==> config.mk <==
export PLATFORM = sky130hd
export DESIGN_NAME = gpio_irq_ctrl
export DESIGN_NICKNAME = d
export VERILOG_FILES = /design/src/rtl/gpio_irq_ctrl.sv
export SDC_FILE = /design/constraint.sdc
export NUM_CORES = 1
export LEC_CHECK = 0
export BUFFER_PORTS_ARGS = -buffer_cell sky130_fd_sc_hd__clkbuf_2
export CAP_MARGIN = 40
export CORE_ASPECT_RATIO = 2
export CORE_MARGIN = 2
export CORE_UTILIZATION = 59
export CTS_CLUSTER_DIAMETER = 120
export DETAILED_ROUTE_END_ITERATION = 16
export PLACE_DENSITY = 0.92
export SYNTH_ARGS = -nofsm -noshare
export SYNTH_HDL_FRONTEND = slang
export SYNTH_SLANG_ARGS = --single-unit
==> constraint.sdc <==
create_clock -name clk -period 2 [get_ports clk]
set_clock_uncertainty 0.15 [all_clocks]
set_input_delay 0 -clock clk [delete_from_list [all_inputs] [get_ports clk]]
set_output_delay 0 -clock clk [all_outputs]
set_load 0.01 [all_outputs]
==> src/rtl/gpio_irq_ctrl.sv <==
module gpio_irq_ctrl #(
  parameter int NPINS = 32,
  parameter int AW    = 5
) (
  input  logic             clk,
  input  logic             rst_n,
  input  logic             bus_sel,
  input  logic             bus_we,
  input  logic [AW-1:0]    bus_addr,
  input  logic [NPINS-1:0] bus_wdata,
  output logic [NPINS-1:0] bus_rdata,
  input  logic [NPINS-1:0] pad_in,
  output logic [NPINS-1:0] pin_out,
  output logic [NPINS-1:0] pin_oe,
  output logic             irq_lo,
  output logic             irq_hi
);
  localparam int HALF = NPINS / 2;
  localparam int IW   = AW - 2;

  logic [NPINS-1:0] dat_q, dir_q, cfg_lo_q, cfg_hi_q, msk_q, sts_q, any_q;
  logic [NPINS-1:0] sync1_q, sync2_q, prev_q, hit, clr;
  logic [IW-1:0]    idx;
  logic             wr;

  assign idx = bus_addr[AW-1:2];
  assign wr  = bus_sel & bus_we;
  assign clr = (wr && idx == IW'(6)) ? bus_wdata : '0;

  always_ff @(posedge clk or negedge rst_n) begin
    if (!rst_n) begin
      dat_q    <= '0;
      dir_q    <= '0;
      cfg_lo_q <= '0;
      cfg_hi_q <= '0;
      msk_q    <= '0;
      any_q    <= '0;
    end else if (wr) begin
      case (idx)
        IW'(0): dat_q    <= bus_wdata;
        IW'(1): dir_q    <= bus_wdata;
        IW'(3): cfg_lo_q <= bus_wdata;
        IW'(4): cfg_hi_q <= bus_wdata;
        IW'(5): msk_q    <= bus_wdata;
        IW'(7): any_q    <= bus_wdata;
        default: ;
      endcase
    end
  end

  always_ff @(posedge clk or negedge rst_n) begin
    if (!rst_n) begin
      sync1_q <= '0;
      sync2_q <= '0;
      prev_q  <= '0;
      sts_q   <= '0;
    end else begin
      sync1_q <= pad_in;
      sync2_q <= sync1_q;
      prev_q  <= sync2_q;
      sts_q   <= (sts_q & ~clr) | hit;
    end
  end

  for (genvar n = 0; n < NPINS; n++) begin : g_pin
    logic [1:0] cond;
    logic       s, p;
    if (n < HALF) begin : g_lo
      assign cond = cfg_lo_q[2*n +: 2];
    end else begin : g_hi
      assign cond = cfg_hi_q[2*(n-HALF) +: 2];
    end
    assign s = sync2_q[n];
    assign p = prev_q[n];
    assign hit[n] = any_q[n]       ? (s ^ p)  :
                    (cond == 2'd0) ? ~s       :
                    (cond == 2'd1) ? s        :
                    (cond == 2'd2) ? (s & ~p) : (~s & p);
  end

  always_comb begin
    case (idx)
      IW'(0):  bus_rdata = dat_q;
      IW'(1):  bus_rdata = dir_q;
      IW'(2):  bus_rdata = sync2_q;
      IW'(3):  bus_rdata = cfg_lo_q;
      IW'(4):  bus_rdata = cfg_hi_q;
      IW'(5):  bus_rdata = msk_q;
      IW'(6):  bus_rdata = sts_q;
      IW'(7):  bus_rdata = any_q;
      default: bus_rdata = '0;
    endcase
  end

  assign pin_out = dat_q;
  assign pin_oe  = dir_q;
  assign irq_lo  = |(sts_q[HALF-1:0] & msk_q[HALF-1:0]);
  assign irq_hi  = |(sts_q[NPINS-1:HALF] & msk_q[NPINS-1:HALF]);
endmodule

# Word level (Yosys, flattened, before mapping)
# Cells that the tools add are included.
op_classes:
  reduce_logical: 42
  n_mux: 130
  bitwise: 166
  eq_ne: 71
ops:
  columns: ["cell", "n"]
  rows:
  - ["case mux 32 bit (8 select lines)", 1]
  - ["2-to-1 mux 1 bit", 128]
  - ["bitwise AND 1 bit", 65]
  - ["equality test 2 x 1 -> 1 bit (second input constant)", 32]
  - ["equality test 2 bit (second input constant)", 32]
  - ["logical NOT 2 bit", 32]
  - ["NOT 1 bit", 64]
  - ["bitwise AND 16 bit", 2]
  - ["bitwise AND 32 bit", 1]
  - ["2-to-1 mux 32 bit", 1]
  - ["NOT 32 bit", 1]
  - ["OR 32 bit", 1]
  - ["OR reduction 16 bit", 2]
  - ["bitwise XOR 1 bit", 32]
  - ["equality test 3 bit (second input constant)", 4]
  - ["AND reduction 2 bit", 6]
  - ["equality test 3 x 2 -> 1 bit (second input constant)", 2]
  - ["equality test 3 x 1 -> 1 bit (second input constant)", 1]
  - ["logical NOT 3 bit", 1]
  - ["logical AND 1 bit", 1]
word_totals:
  reg_bits: 320
  out_inout_bits: 98
  wordCells: 419
  input_bits: 73

# Longest topological paths before layout
# Gate-level depths: netlist of run 1.
logic_depth:
  word_depth: 7
  ltp_mapped: 6

# Least setup slack after synthesis of run 1
# No wires, ideal clock.
synth_timing:
  path_kind: "reg-to-reg"
  from: "register sync2_q[28]"
  to: "register sts_q[28]"
  setup_time_ns: 0.121
  setup_slack_ns: 0.380
  n_path_buf: 0
  synth_period_minus_slack_ns: 1.620
  path_stages_with_launch: 6
  t_required_ns: 1.729
  t_arrival_ns: 1.349
  path_cell_list: "dfrtp_1 -> inv_1 -> ha_1 -> mux2_2 -> a211o_1 -> a22o_1"
synth_via:
  elab_chain_len: 7
  word_cells_on_any_way: 9
  classes_between: "4 x mux; 5 x bitwise"
synth_rtl:
  columns: ["item", "line_no", "text"]
  rows:
  - ["start: declaration", "22", "logic [NPINS-1:0] sync1_q, sync2_q, prev_q, hit, clr;"]
  - ["start signal: assignment", "59", "sync2_q <= sync1_q;"]
  - ["NOT 1 bit", "76, 78", null]
  - ["bitwise AND 1 bit", "78", "(cond == 2'd2) ? (s & ~p) : (~s & p);"]
  - ["2-to-1 mux 1 bit", "78", null]
  - ["2-to-1 mux 1 bit", "77", "(cond == 2'd1) ? s :"]
  - ["2-to-1 mux 1 bit", "76", "(cond == 2'd0) ? ~s :"]
  - ["2-to-1 mux 1 bit *", "75", "assign hit[n] = any_q[n] ? (s ^ p) :"]
  - ["OR 32 bit *", "61", "sts_q <= (sts_q & ~clr) | hit;"]
  - ["end signal: assignment", "61", null]
  - ["end: declaration", "21", "logic [NPINS-1:0] dat_q, dir_q, cfg_lo_q, cfg_hi_q, msk_q, sts_q, any_q;"]
# Every way passes the cells marked *; elsewhere a longest branch is shown, timed or not.
# A chain may end at the register's enable or synchronous reset.

# Worst setup path after layout of run 1
layout_timing:
  from: "register sts_q[18]"
  to: "output irq_hi"
layout_via:
  elab_chain_len: 2
layout_rtl:
  columns: ["item", "line_no", "text"]
  rows:
  - ["bitwise AND 16 bit", "98", "assign irq_hi = |(sts_q[NPINS-1:HALF] & msk_q[NPINS-1:HALF]);"]
  - ["OR reduction 16 bit", "98", null]
  - ["end: declaration", "16", "output logic irq_hi"]
# No other way between the ends.

==> results of run 1 <==
state kept, by name (all words and copies together) (netlist names):
signal and cells:
cfg_hi_q 32, sync1_q 32, prev_q 32, sync2_q 32, sts_q 32, msk_q 32
cfg_lo_q 32, pin_out 32, any_q 32, pin_oe 32
cells in the mapped netlist (2+ instances only):
| master | n |
|---|---|
| nor2_4 | 2 |
| dfrtp_1 | 320 |
| a21o_1 | 19 |
| buf_4 | 21 |
| nor2_1 | 69 |
| nand3_1 | 20 |
| mux2_1 | 71 |
| clkbuf_1 | 15 |
| inv_1 | 66 |
| nand4_1 | 2 |
| mux2_2 | 156 |
| buf_2 | 16 |
| o21ai_0 | 28 |
| a21oi_1 | 3 |
| a221o_1 | 2 |
| a211oi_1 | 10 |
| nor2_2 | 3 |
| a22o_1 | 38 |
| nand2_1 | 112 |
| a221oi_1 | 8 |
| a41oi_1 | 21 |
| mux4_2 | 15 |
| mux2i_1 | 30 |
| xor2_1 | 30 |
| nor3_2 | 2 |
| ha_1 | 64 |
| a211o_1 | 31 |
| a22oi_1 | 19 |
| nand2b_1 | 2 |
cell families (layout without fill, tap and decap cells):
group                      count (synthesis)  after routing  synth area share
AOI/OAI and AO/OA                        180            180            0.0925
DFF                                      320            320             0.529
and+or+nand+nor                          218            218            0.0612
adders and majority gates                 64             64            0.0529
buffers and inverters                    120            457            0.0363
xor gates and xnor gates                  30             30            0.0174
muxes                                    272            272             0.211
worst max path at each step:
| stage | startpoint | to | slack [ns] |
|---|---|---|---|
| 6_report | sts_q[18] | irq_hi | -0.12 |
| 5_1_grt | msk_q[27] | irq_hi | -0.11 |
| 4_1_cts | sts_q[18] | irq_hi | -0.06 |
| 3_5_place_dp | bus_addr[4] | pin_oe[22] | 0.16 |
| 3_3_place_gp | bus_addr[4] | pin_oe[24] | 0.18 |
| 2_1_floorplan | sync2_q[28] | sts_q[28] | 0.38 |
area by class of cell:
cell class	count	area, um^2
multi-input combinational	764	6690
sequential	320	8040
inverter	67	251
clock inverter	9	151
tap	340	425
clock buffer	41	831
timing repair buffer	340	2520
fill	1463	6540
critical path: cells and delay by family, from the launching register on:
kind,cells,cell delay [ns]
compound gates,2,0.53
buf+inv,1,0.19
flops,1,0.46
simple gates,1,0.23
per-layer routing:
layer / GRT usage / routed length, um / vias to the layer above
met5: 0 / 10 / -
met4: 0.246 / 3730 / 2
met3: 0.0801 / 4130 / 259
met2: 0.575 / 23000 / 758
met1: 0.385 / 15200 / 5852
li1: - / - / 4911
metrics by stage:
step                      hold slack, ns  area, um^2  TNS (ns)  std cells
after floorplan                   -0.446       15100         0       1204
after global placement            -0.245       16600         0       1702
after detailed placement          -0.240       16600         0       1702
after CTS                         0.0212       18800    -0.123       1874
after global routing              0.0535       18900    -0.385       1881
final                             0.0266       18900    -0.210       1881
where the power goes:
part	leakage [nW]	internal (mW)	total [mW]	switching [mW]
clock	0.480	3.39	5.87	2.48
sequential	3.73	7.51	8.70	1.19
combinational	4.72	2.08	3.98	1.89
repair_timing:
action / CTS / global route
pin swaps: 3 / 3
resized for setup: 21 / 29
setup endpoints to repair: 10 / 14
setup buffers: 21 / 7
endpoints found under the hold margin: 576 / 0
hold buffers: 101 / 0
==> results.md, run 1 <==
* Initial antenna violation count at 1
* Area leader, netlist: dfrtp_1
* Syn nets at around 1,300
* Final period utilization at 1.06
* Req. time, crit path at between 1.5 and 2 ns
* Total GRT Usage at 0.348
* Ports at approximately 170
* R2r worst-path depth at 6
* Clock-pin slew on the worst setup and hold paths at 0.06 ns
* Share of cells above drive strength 1 at 0.326
* CTS max path bufs at 3
* Async SR Flop Fraction at 1.00
* Power density over cell area at slightly below 1000 mW/mm^2
* Starting DRC count in detailed routing at about 1,200
* Setup crit end kind: output pin
* Core area at ~0.025 mm^2
* MaxCap Viol Count at 0
* CTS H-tree lvls at 1
* Worst relative slew slack at 0.643
* Vias at 11,800
* TritonCTS clock tree: built
* Final setup viols at 6
* Max Clk Rate at around 470 MHz
* Starting Density at 0.595
* Skew-Pair Late Insertion Delay at around 0.57 ns
* Total grt overflow at 0
* Worst stage delay on the critical path at 0.46 ns
* WHS Endpoint: cfg_lo_q[16]
* Routed wire length at 46,000 um
* RR Startpoint: sync2_q[23]
* Seq cells post-synth at 320
* Register area share after synthesis at 0.529
* Area contributors post-synth: dfrtp_1, mux2_2, ha_1
* Top-area cell type share of the netlist area at 0.529
* Most frequent cells in the layout: dfrtp_1, clkbuf_2, mux2_2
* Gate Count Post-Synth at about 1,200
* CP max stage cell: dfrtp_2
* Crit path time final at 2.12 ns
* P&R area growth vs syn at 24.8%
* Die X at around 120 um
* Outcome: finished with violations
* Most common cell after layout, fill and taps aside: dfrtp_1
* Crit path max fanout at 2
* Port bufs at 168
* CP Cell Sequence: a22o_1, a221oi_2, nand4_1, clkbuf_2
* Worst R2R End: sts_q[23]
* RSZ-0062 raised after global routing: yes
* Gp weighted congestion at between 0.9 and 1
* Hold path startpoint: bus_sel
* Final Util at 0.743
* Final hold viol count at 0
* Post-route ant nets at 0
* Reg-to-reg setup timing slack at 0.14 ns
* Drc violations at 0
* DRT Pass-1 Iters at 5
* Post-Syn Area at roughly 0.015 mm^2
* Hpwl dp at 28,900 um
* Max-slew violations at 0
* Worst VDD drop at 0.953 mV
* Worst hold path class: in2reg
* Post-synth EDFFs at 0
* Drt wl/cell at ~24 um
* CTS buffer count at 28
* Hold path cells at 5
* Startpoint types: flip-flop
* Tot Pwr at ~19 mW
* Drt via density at ~6.3
* Least-Margin Pin Slew at around 0.54 ns
* Place WS at ~0.16 ns
* Largest net degree at the start of global routing at 101
* Main synth FF type: dfrtp_1
* Avg Cell Area, Syn at about 13 um^2
* Number of global-route vias before repair at 12,800
* Die area at 0.0270 mm^2
* Yosys warns at 0
* Final WS setup at -0.117 ns
* Crit path arrival time at 1.97 ns
* Sink Count at between 300 and 400
* First-pass GRT wire length at 71,200 um
* Synth unique cells at 38
* Antenna Cells at 0
* Die Y at 231 um
* Leakage at 8.93 nW
* CP Class: reg2out
* CTS root buffer: clkbuf_16
* Row Count at 83
* Final-stage net count at approximately 1,700
* Violations in the final reports: setup timing
Note: power is estimated with default switching activity, not from simulation.
==> run 2: changes to the inputs <==
--- a/config.mk
+++ b/config.mk
@@ -13,6 +13,7 @@
 export CTS_CLUSTER_DIAMETER = 120
 export DETAILED_ROUTE_END_ITERATION = 16
 export PLACE_DENSITY = 0.92
+export RECOVER_POWER = 25
 export SYNTH_ARGS = -nofsm -noshare
 export SYNTH_HDL_FRONTEND = slang
 export SYNTH_SLANG_ARGS = --single-unit
==> results.md, run 2 (synthesis results as in run 1) <==
* P_sw at around 5.6 mW
* Die Y at about 230 um
* Largest net degree at the start of global routing at approximately 100
* Max-slew violations at 0
* Most common cell after layout, fill and taps aside: dfrtp_1
* First-pass GRT wire length at 71,200 um
* Initial antenna violation count at 1
* Worst hold path class: in2reg
* Max Clk Rate at 470 MHz
* Final WS setup at -0.129 ns
* Skew-Pair Late Insertion Delay at about 0.57 ns
* Most frequent cells in the layout: dfrtp_1, mux2_2, clkbuf_2
* Crit path max fanout at 2
* Starting Density at 0.595
* Sequential share of power at 0.471
* Final-stage net count at about 1,700
* WHS at 0.0287 ns
* Setup crit end kind: output pin
* Drc violations at 0
* CTS max path bufs at 3
* Die area at roughly 0.027 mm^2
* Clock-pin slew on the worst setup and hold paths at around 0.060 ns
* P&R area growth vs syn at 24.1%
* Drt via density at 6.27
* Setup TNS Final at -0.264 ns
* Violations in the final reports: setup timing
* Final period utilization at 1.06
* Number of global-route vias before repair at about 13,000
* Die X at ~120 um
* Int Power at between 10 and 15 mW
* CP Class: reg2out
* MaxCap Viol Count at 0
* Worst relative slew slack at 0.381
* CTS root buffer: clkbuf_16
* DRT Pass-1 Iters at 8
* Least-Margin Pin Slew at between 0.9 and 1 ns
* Combinational share of power at 0.211
* CTS buffer count at 28
* Clock network fraction of design power at 0.318
* Hpwl dp at ~29,000 um
* Sink Count at between 300 and 400
* Total grt overflow at 0
* Worst VDD drop at 0.955 mV
* Share of cells above drive strength 1 at 0.291
* Crit path arrival time at between 1.5 and 2 ns
* Total GRT Usage at 0.348
* Starting DRC count in detailed routing at about 1,100
* Final hold viol count at 0
* Final instance area at between 0.015 and 0.02 mm^2
* Final setup viols at 6
* Drt wl/cell at 24.4 um
* Row Count at slightly above 80
* Sw frac at 0.301
* Final Util at 0.739
* Ports at approximately 170
* Routed wire length at between 40,000 and 50,000 um
* Outcome: finished with violations
* Crit path time final at roughly 2.1 ns
* TritonCTS clock tree: built
* Vias at 11,800
* Antenna Cells at 0
* Core area at around 0.025 mm^2
* Leakage at 8.76 nW
* Gp weighted congestion at approximately 0.91
* Placed Area at roughly 0.017 mm^2
* Power density over cell area at between 900 and 1000 mW/mm^2
* Port bufs at about 170
* CTS H-tree lvls at 1
* Post-route ant nets at 0
* Startpoint types: flip-flop
* RSZ-0062 raised after global routing: yes
* Req. time, crit path at about 1.9 ns
-- run 2: changes by cell type in the layout (fill, tap and decap cells not counted) --
cell,previous run,this run
buf_8,1,0
dfrtp_1,298,300
clkbuf_2,161,117
buf_4,64,59
buf_6,4,5
dfrtp_2,22,20
buf_12,8,6
clkbuf_1,6,57
-- run 2: final timing paths --
kind                                  start      endpoint  slack [ns]  cells after the start
min in group asynchronous             rst_n    prev_q[19]        0.60                      4
worst min-delay path                bus_sel  cfg_lo_q[16]        0.03                      5
worst min register to register   sync1_q[0]    sync2_q[0]        0.20                      0
worst max register to register  sync2_q[23]     sts_q[23]        0.01                      6
worst max-delay path              sts_q[18]        irq_hi       -0.13                      4
max in group asynchronous             rst_n  cfg_hi_q[26]        0.29                      4
-- run 2: timing repair --
action,in CTS,in global routing
hold buffers,101,0
endpoints found under the setup margin,10,14
resized for setup,21,29
buffers inserted,21,7
endpoints found under the hold margin,576,0
cloned,0,0
pin swaps,3,3
-- run 2: critical path, stage by stage (launching register included) --
cell and delay (ns):
dfrtp_2 0.45, a22o_1 0.25, a221oi_2 0.28, nand4_1 0.24
clkbuf_2 0.19
-- run 2: cell type report --
class / instances / area, um^2
tap: 340 / 425
multi-input combinational: 764 / 6690
fill: 1500 / 6650
timing repair buffer: 340 / 2410
sequential: 320 / 8030
inverter: 67 / 251
clock inverter: 9 / 151
clock buffer: 41 / 831
-- run 2: per-layer routing --
layer  share of wire  track usage  up-vias
li1                -            -     4918
met1            0.33        0.385     5869
met2            0.50        0.575      751
met3           0.086       0.0801      250
met4           0.079        0.246        2
met5         0.00022            0        -
-- run 2: stage by stage --
step           instances  worst slack [ns]  power, mW
6_report            1881            -0.129       18.5
5_1_grt             1881            -0.108       19.1
4_1_cts             1874           -0.0599       18.3
3_5_place_dp        1702             0.164       12.1
3_3_place_gp        1702             0.183       11.8
2_1_floorplan       1204             0.380       10.5
-- run 2: power by group through the flow --
stage          Sequential [mW]  Clock [mW]  Combinational (mW)
6_report                  8.69        5.88                3.91
5_1_grt                   8.79        6.14                4.22
4_1_cts                   8.61        5.87                3.80
3_5_place_dp              8.77           0                3.37
3_3_place_gp              8.65           0                3.18
2_1_floorplan             8.46           0                2.07
==> run 3: changes to the inputs <==
--- a/config.mk
+++ b/config.mk
@@ -9,10 +9,10 @@
 export CAP_MARGIN = 40
 export CORE_ASPECT_RATIO = 2
 export CORE_MARGIN = 2
-export CORE_UTILIZATION = 59
+export CORE_UTILIZATION = 34
 export CTS_CLUSTER_DIAMETER = 120
 export DETAILED_ROUTE_END_ITERATION = 16
-export PLACE_DENSITY = 0.92
+export PLACE_DENSITY = 0.63
 export RECOVER_POWER = 25
 export SYNTH_ARGS = -nofsm -noshare
 export SYNTH_HDL_FRONTEND = slang
==> results.md, run 3 (synthesis results as in run 1) <==
* Outcome: finished with violations
* Violations in the final reports: setup timing
* Ports at around 170
* Placed Area at roughly 0.017 mm^2
* First-pass GRT wire length at 72,500 um
* Hold path cells at 5
* Number of global-route vias before repair at 11,800
* R2r worst-path depth at 6
* Port bufs at between 150 and 200
* Drc violations at 0
* Die Y at roughly 300 um
* Row Count at 109
* Skew-Pair Late Insertion Delay at approximately 0.58 ns
* Layout fillers at between 4,000 and 5,000
* Max Clk Rate at 485 MHz
* Share of cells above drive strength 1 at 0.304
* Die area at about 0.046 mm^2
* CTS max path bufs at 3
* Routed wire length at 47,600 um
* Post-Layout Cell Count at 2,111
* Most common cell after layout, fill and taps aside: dfrtp_1
* CTS root buffer: clkbuf_16
* Max-slew violations at 0
* Final setup viols at 4
* Setup crit end kind: output pin
* Final-stage net count at around 1,700
* Post-route ant nets at 0
* Req. time, crit path at between 1.5 and 2 ns
* Final WS setup at -0.0624 ns
* CTS H-tree lvls at 1
* CP Class: reg2out
* Largest net degree at the start of global routing at 62
* CTS buffer count at 30
* Worst relative slew slack at 0.304
* TritonCTS clock tree: built
* Worst hold path class: in2reg
* RSZ-0062 raised after global routing: yes
* Drt wl/cell at around 23 um
* Crit path arrival time at ~1.9 ns
* Final period utilization at 1.03
* Crit path max fanout at 3
* Worst VDD drop at around 0.63 mV
* Die X at around 150 um
* Starting DRC count in detailed routing at 569
* Final instance area at roughly 0.019 mm^2
* Crit path time final at roughly 2.1 ns
* Starting Density at 0.344
* DRT Pass-1 Iters at 5
* Most frequent cells in the layout: dfrtp_1, mux2_2, clkbuf_2
* Final hold viol count at 0
* Drt via density at ~5.3
* Startpoint types: flip-flop
* Sink Count at 320
* Post-Place Cells at 1,923
* Clock-pin slew on the worst setup and hold paths at approximately 0.070 ns
* Antenna Cells at 0
* P&R area growth vs syn at 27.6%
* Core area at approximately 0.044 mm^2
* Vias at 11,100
* MaxCap Viol Count at 0
* Total grt overflow at 0
* Gp weighted congestion at slightly below 0.9
* Initial antenna violation count at 0
* Setup TNS Final at -0.200 ns
* Leakage at 8.92 nW
* Hpwl dp at between 30,000 and 40,000 um
* Least-Margin Pin Slew at between 1 and 1.5 ns
* Power density over cell area at ~940 mW/mm^2
* Total GRT Usage at 0.204
* Final Util at 0.439
run 3: cell types whose count changed in the layout (fill, tap and decap cells not counted), sizes merged:
cell,change
dlygate4sd3,+2
clkinv,-2
bufinv,-4
clkinvlp,+2
buf,+7
clkbuf,+10
run 3: cell type report:
type | instances | area [um^2] | area share
inverter | 67 | 251 | 0.0130
sequential | 320 | 8020 | 0.415
tap | 555 | 694 | 0.0359
timing repair buffer | 351 | 2650 | 0.137
clock buffer | 49 | 903 | 0.0467
clock inverter | 5 | 32.5 | 0.00168
multi-input combinational | 764 | 6780 | 0.351
run 3: path summary, 6_finish.rpt:
path / start / to / slack (ns)
worst max-delay path: sts_q[3] / bus_rdata[3] / -0.06
worst min-delay path: bus_addr[2] / pin_out[25] / 0.15
worst max register to register: sync2_q[19] / sts_q[19] / 0.12
worst min register to register: sync1_q[4] / sync2_q[4] / 0.20
max in group asynchronous: rst_n / pin_oe[20] / 0.22
min in group asynchronous: rst_n / sync1_q[7] / 0.54
run 3: report_power, final:
| group | total (mW) | switching, mW | internal (mW) |
|---|---|---|---|
| Sequential | 8.66 | 1.16 | 7.51 |
| Clock | 5.57 | 2.50 | 3.07 |
| Combinational | 3.92 | 1.83 | 2.09 |
| Total | 18.1 | 5.48 | 12.7 |
run 3: per-layer routing:
layer,vias to the layer above,global-route usage,wire (um)
li1,4968,-,-
met1,5702,0.224,17200
met2,332,0.374,25200
met3,112,0.0244,1920
met4,0,0.128,3280
met5,-,0,0
run 3: timing repair:
action,in CTS,in global routing
endpoints found under the setup margin,16,15
hold endpoints to repair,576,0
pin swaps,2,3
gates resized for setup,31,23
hold buffers,102,0
cloned,0,0
setup buffers,24,8
run 3: stage by stage:
stage / hold slack (ns) / total power, mW / setup slack, ns
final: 0.147 / 18.1 / -0.0624
after detailed placement: -0.172 / 12.3 / 0.166
after CTS: 0.127 / 18.3 / -0.102
after global placement: -0.175 / 12.2 / 0.152
after floorplan: -0.446 / 10.5 / 0.380
after global routing: 0.159 / 19.0 / -0.104
run 3: worst max-delay path, stage by stage (launching register included):
cell and delay (ns):
dfrtp_1 0.42, mux4_2 0.50, mux2_4 0.30, buf_6 0.13
